**src/rtl/lrsc_pkg.sv**
```systemverilog
package lrsc_pkg;

  typedef enum logic [1:0] {
    OP_NONE = 2'd0,  // idle or plain read: no table effect
    OP_LRD  = 2'd1,  // locked read: place or move reservation
    OP_PWR  = 2'd2,  // plain write
    OP_SCW  = 2'd3   // store-conditional
  } op_e;

  function automatic op_e decode_op(input logic v, input logic w, input logic l);
    if (!v)     return OP_NONE;
    else if (w) return l ? OP_SCW : OP_PWR;
    else        return l ? OP_LRD : OP_NONE;
  endfunction

endpackage

```
**src/rtl/lrsc_entry.sv**
```systemverilog
module lrsc_entry
  import lrsc_pkg::*;
#(
  parameter int TAG_W = 13
) (
  input  logic             clk,
  input  logic             rst,
  input  op_e              op_i,
  input  logic             own_i,
  input  logic [TAG_W-1:0] gran_i,
  output logic             valid_o,
  output logic             match_o
);

  logic             valid_q;
  logic [TAG_W-1:0] tag_q;

  assign match_o = valid_q && (tag_q == gran_i);
  assign valid_o = valid_q;

  always_ff @(posedge clk) begin
    if (rst) begin
      valid_q <= 1'b0;
    end else begin
      unique case (op_i)
        OP_LRD:         if (own_i)   valid_q <= 1'b1;
        OP_PWR, OP_SCW: if (match_o) valid_q <= 1'b0;
        default:        ;
      endcase
    end
  end

  // tag storage carries no reset; it is only read when valid_q is set
  always_ff @(posedge clk) begin
    if (op_i == OP_LRD && own_i) tag_q <= gran_i;
  end

  a_r1_reset_clears: assert property (@(posedge clk)
    rst |=> !valid_q);

  a_r3_locked_read_loads: assert property (@(posedge clk) disable iff (rst)
    (op_i == OP_LRD && own_i) |=> (valid_q && tag_q == $past(gran_i)));

  a_r7_write_clears_match: assert property (@(posedge clk) disable iff (rst)
    ((op_i == OP_PWR || op_i == OP_SCW) && match_o) |=> !valid_q);

  a_r9_idle_keeps_state: assert property (@(posedge clk) disable iff (rst)
    (op_i == OP_NONE) |=> (valid_q == $past(valid_q)));

endmodule

```
**src/rtl/lrsc_verdict.sv**
```systemverilog
module lrsc_verdict
  import lrsc_pkg::*;
#(
  parameter int NUM_CTX = 4,
  parameter int CTX_W   = 2
) (
  input  op_e                op_i,
  input  logic [CTX_W-1:0]   ctx_i,
  input  logic [NUM_CTX-1:0] match_vec_i,
  output logic               sc_hit_o,
  output logic               pass_o
);

  // a store-conditional begins as a failure and is rescued only by its own entry
  always_comb begin
    sc_hit_o = 1'b0;
    if (op_i == OP_SCW) sc_hit_o = match_vec_i[ctx_i];
    pass_o = (op_i == OP_PWR) || sc_hit_o;
  end

endmodule

```
**src/rtl/lrsc_monitor.sv**
```systemverilog
module lrsc_monitor
  import lrsc_pkg::*;
#(
  parameter int NUM_CTX  = 4,
  parameter int ADDR_W   = 16,
  parameter int GRAN_LSB = 3,
  localparam int CTX_W   = (NUM_CTX > 1) ? $clog2(NUM_CTX) : 1,
  localparam int TAG_W   = ADDR_W - GRAN_LSB
) (
  input  logic              clk,
  input  logic              rst,
  input  logic              req_valid,
  input  logic [CTX_W-1:0]  req_ctx,
  input  logic [ADDR_W-1:0] req_addr,
  input  logic              req_write,
  input  logic              req_locked,
  output logic              wr_pass,
  output logic              sc_resp_valid,
  output logic              sc_resp_pass
);

  op_e                op;
  logic [TAG_W-1:0]   gran;
  logic [NUM_CTX-1:0] ent_valid;
  logic [NUM_CTX-1:0] ent_match;
  logic               sc_hit;
  logic               unused_lsb;

  assign op         = decode_op(req_valid, req_write, req_locked);
  assign gran       = req_addr[ADDR_W-1:GRAN_LSB];
  assign unused_lsb = ^req_addr[GRAN_LSB-1:0];

  for (genvar i = 0; i < NUM_CTX; i++) begin : g_ent
    lrsc_entry #(.TAG_W(TAG_W)) u_ent (
      .clk     (clk),
      .rst     (rst),
      .op_i    (op),
      .own_i   (req_ctx == CTX_W'(i)),
      .gran_i  (gran),
      .valid_o (ent_valid[i]),
      .match_o (ent_match[i])
    );
  end

  lrsc_verdict #(.NUM_CTX(NUM_CTX), .CTX_W(CTX_W)) u_verdict (
    .op_i        (op),
    .ctx_i       (req_ctx),
    .match_vec_i (ent_match),
    .sc_hit_o    (sc_hit),
    .pass_o      (wr_pass)
  );

  always_ff @(posedge clk) begin
    if (rst) begin
      sc_resp_valid <= 1'b0;
      sc_resp_pass  <= 1'b0;
    end else begin
      sc_resp_valid <= (op == OP_SCW);
      sc_resp_pass  <= sc_hit;
    end
  end

  a_r5_plain_write_passes: assert property (@(posedge clk) disable iff (rst)
    (req_valid && req_write && !req_locked) |-> wr_pass);

  a_r6_sc_needs_own_entry: assert property (@(posedge clk) disable iff (rst)
    (req_valid && req_write && req_locked && wr_pass) |-> ent_valid[req_ctx]);

  a_r10_no_gate_on_read: assert property (@(posedge clk) disable iff (rst)
    !(req_valid && req_write) |-> !wr_pass);

  a_r8_resp_follows_sc: assert property (@(posedge clk) disable iff (rst)
    !$past(rst) |-> (sc_resp_valid == $past(req_valid && req_write && req_locked)));

  a_r8_pass_implies_valid: assert property (@(posedge clk) disable iff (rst)
    sc_resp_pass |-> sc_resp_valid);

endmodule

```
**config.mk**
```make
export PLATFORM = sky130hd
export DESIGN_NAME = lrsc_monitor
export DESIGN_NICKNAME = d
export VERILOG_FILES = /design/src/rtl/lrsc_pkg.sv /design/src/rtl/lrsc_entry.sv /design/src/rtl/lrsc_verdict.sv /design/src/rtl/lrsc_monitor.sv
export SDC_FILE = /design/constraint.sdc
export NUM_CORES = 1
export LEC_CHECK = 0
export BUFFER_PORTS_ARGS = -buffer_cell sky130_fd_sc_hd__buf_2
export CAP_MARGIN = 10
export CORE_MARGIN = 2
export CORE_UTILIZATION = 52
export CTS_BUF_LIST = sky130_fd_sc_hd__clkbuf_4 sky130_fd_sc_hd__clkbuf_8
export DETAILED_ROUTE_END_ITERATION = 10
export PLACE_DENSITY_LB_ADDON = 0.15
export REMOVE_ABC_BUFFERS = 1
export SLEW_MARGIN = 10
export SYNTH_ARGS = -nofsm -noshare
export SYNTH_HDL_FRONTEND = slang
export SYNTH_SLANG_ARGS = --single-unit
```
**constraint.sdc**
```tcl
create_clock -name clk -period 3.58 [get_ports clk]
set_clock_uncertainty 0.2 [all_clocks]
set_input_delay 0.358 -clock clk [delete_from_list [all_inputs] [get_ports clk]]
set_output_delay 0.358 -clock clk [all_outputs]
set_load 0.01 [all_outputs]
```
==> run summary <==
Slowest stage delay, CP: 0.43 ns
Synth area leader: edfxtp_1
Final-report hold violation count: 0
Lkg Pwr: 0.000985 µW
Maxcap violations: 0
Logic pwr share: 6.6%
RSZ-0062 raised after global routing: false
Fin. max-slew vios: 0
Synth top area share: 63.7%
Total track usage: 18.7%
Post-synth top flop: edfxtp_1
EDFF count, synth: 52
P_int: 1040 µW
CP Launch Type: flip-flop
PortBufs: 22
Clock-pin slew on the worst setup and hold paths: 0.06 ns
PostCTS Resize Cnt: 0
Core Util, Final: 63.1%
Actual transition at the worst max-transition pin: 0.619 ns
Crit-path max FO: 2
Post-synth ARST share: 0%
Vias per cell: 5.37
Ant. Diodes: 0
Nets: 219
Register area: 0.00168 mm²
GRT Residual Overflow: 0
DR WL/cell: 17.5 µm
Power density over cell area: 477 mW/mm²
# setup viols final: 0
HPWL after DPL: 3.02 mm
Core area: 0.00444 mm²
Later-pin clock latency in the skew report: 0.33 ns
Pin count of the biggest net entering global routing: 15
Die Height: 72.6 µm
Slew margin rel.: 58.6%
Seq pwr share: 56.5%
Synthesis-to-layout area growth: 14.5%
Multi-input logic area: 766 µm²
NetSw: 297 µW
Post-Syn Area: 0.00245 mm²
FMAX: 337 MHz
Rows: 24
Critical path capture point type: output pin
Critical path's slowest cell: nor4_1
Crit Path Class: flip-flop to output pin
Vias: 1359
Horiz. Die Dim: 72.6 µm
Hold/Removal Path Class: input port to flip-flop
Post-synthesis sequential area ratio: 68.6%
Cells on worst reg2reg path: 6
Critical path depth: 7
Crit-path cells: xor2_1, nor4_1, nand4_1, o22ai_1, nor4b_1, o21bai_1, buf_2
FF+latch count, synth: 58
CTS Hold Bufs: 0
Drt first pass iters: 4
Crit path arrival time: 2.41 ns
Hold depth: 2
First-pass GRT wire length: 6.91 mm
Setup_tns: 0 ns
Mapped Cells: 161
Htree depth: 3
Initial drt markers: 100
Crit path required time: 3.02 ns
Status: finished, final reports clean
Final ANT Viol Nets: 0
Final Wtd Congestion: 0.762
Boundary Pins: 26
Mean Syn Cell Area: 15.2 µm²
CTS tree: done
Postcts setup bufs: 0
Ratio of cells with drive above 1 in the final layout: 21.9%
Initial antenna violation count: 0
Fill cells: 351
Die area: 0.00528 mm²
Synth top area cells: edfxtp_1 (64%), xor2_1 (14%), dfxtp_1 (4.9%)
Detailed-route DRC error count: 0
Sum of buffers and inverters on the critical path: 1
Starting Density: 55.1%
Clock network fraction of total power: 36.9%
CP top delay family: simple AND/OR/NAND/NOR gates
Max VDD drop: 0.333 mV
Sw Ratio: 22.2%
Most frequent cells after synthesis: edfxtp_1 (52), xor2_1 (40), xnor2_1 (12), nor2_1 (8), dfxtp_1 (6)
Number of distinct library cells after synthesis: 24
Shortest period the worst path allows: 2.96 ns
CTS root buf: clkbuf_8
Vias in the first global route: 1373
Clock sink total: 58
Final wirelength: 4.44 mm
Tcrit/Tclk final: 82.8%
Synthesis Warnings: 0
CTS Buf Count: 9
Hold Slack: 0.0639 ns
Max clock buf depth: 2
Top-count cell post-synth: edfxtp_1
==> state kept, by name, summed over array words and instances (netlist names) <==
register,count
g_ent.u_ent.tag_q,52
sc_resp_pass,1
g_ent.u_ent.valid_o,4
sc_resp_valid,1
==> power by group through the flow <==
| stage | clock, µW | sequential, µW | combinational [µW] |
|---|---|---|---|
| after detailed placement | 0 | 770 | 88.9 |
| after global routing | 535 | 757 | 97.8 |
| after global placement | 0 | 770 | 85.5 |
| after floorplan | 0 | 770 | 43.6 |
| final | 493 | 756 | 88.5 |
| after CTS | 501 | 756 | 89.8 |
==> per-stage QoR <==
stage / setup slack (ns) / total power (µW) / std cells / area [µm²]
2_1_floorplan: 1.30 / 814 / 161 / 2450
3_3_place_gp: 0.954 / 855 / 237 / 2650
3_5_place_dp: 0.833 / 859 / 237 / 2650
4_1_cts: 0.666 / 1350 / 253 / 2810
5_1_grt: 0.507 / 1390 / 253 / 2810
6_report: 0.616 / 1340 / 253 / 2810
==> cell type report <==
type / instances / share of cell area [%]
tap: 52 / 2.32
timing repair buffer: 24 / 4.46
sequential: 58 / 59.9
clock buffer: 11 / 4.95
inverter: 2 / 0.268
clock inverter: 5 / 0.758
multi-input combinational: 101 / 27.3
==> cell usage in the layout (no fill, tap or decap), types with 2 or more instances in the layout <==
cell type / count
clkinv_1: 3
o21ai_0: 2
clkbuf_4: 2
nand2b_1: 2
inv_1: 2
edfxtp_1: 52
buf_4: 2
nand3_1: 4
clkinv_2: 2
buf_2: 22
xor2_1: 40
or3_1: 2
clkbuf_8: 9
xnor2_1: 12
nand2_1: 4
nand4_1: 4
nor4_2: 4
a41oi_1: 3
a21oi_1: 3
nor2_1: 8
dfxtp_1: 6
nor4_1: 5
==> logic make-up after synthesis <==
group / after synthesis / synth area share (%)
AOI/OAI and AO/OA: 12 / 3.37
xor gates and xnor gates: 52 / 18.6
buffers and inverters: 2 / 0.307
DFF: 58 / 68.6
and+or+nand+nor: 37 / 9.09
==> path summary, 6_finish.rpt <==
path,slack (ns),end,from
setup / recovery,0.62,wr_pass,g_ent[0].u_ent.tag_q[9]$_DFFE_PP_
hold reg to reg,0.29,g_ent[2].u_ent.valid_o$_SDFFE_PP0P_,g_ent[2].u_ent.valid_o$_SDFFE_PP0P_
hold / removal,0.06,sc_resp_pass$_SDFF_PP0_,rst
setup reg to reg,1.44,sc_resp_pass$_SDFF_PP0_,g_ent[0].u_ent.tag_q[9]$_DFFE_PP_
==> per-layer routing <==
metal	track usage (%)	up-vias	part of all wire, %
li1	-	666	-
met1	24.5	653	45
met2	28.9	32	49
met3	6.63	8	4.5
met4	7.41	0	1.7
met5	0	-	0
(Power assumes the default switching activity.)
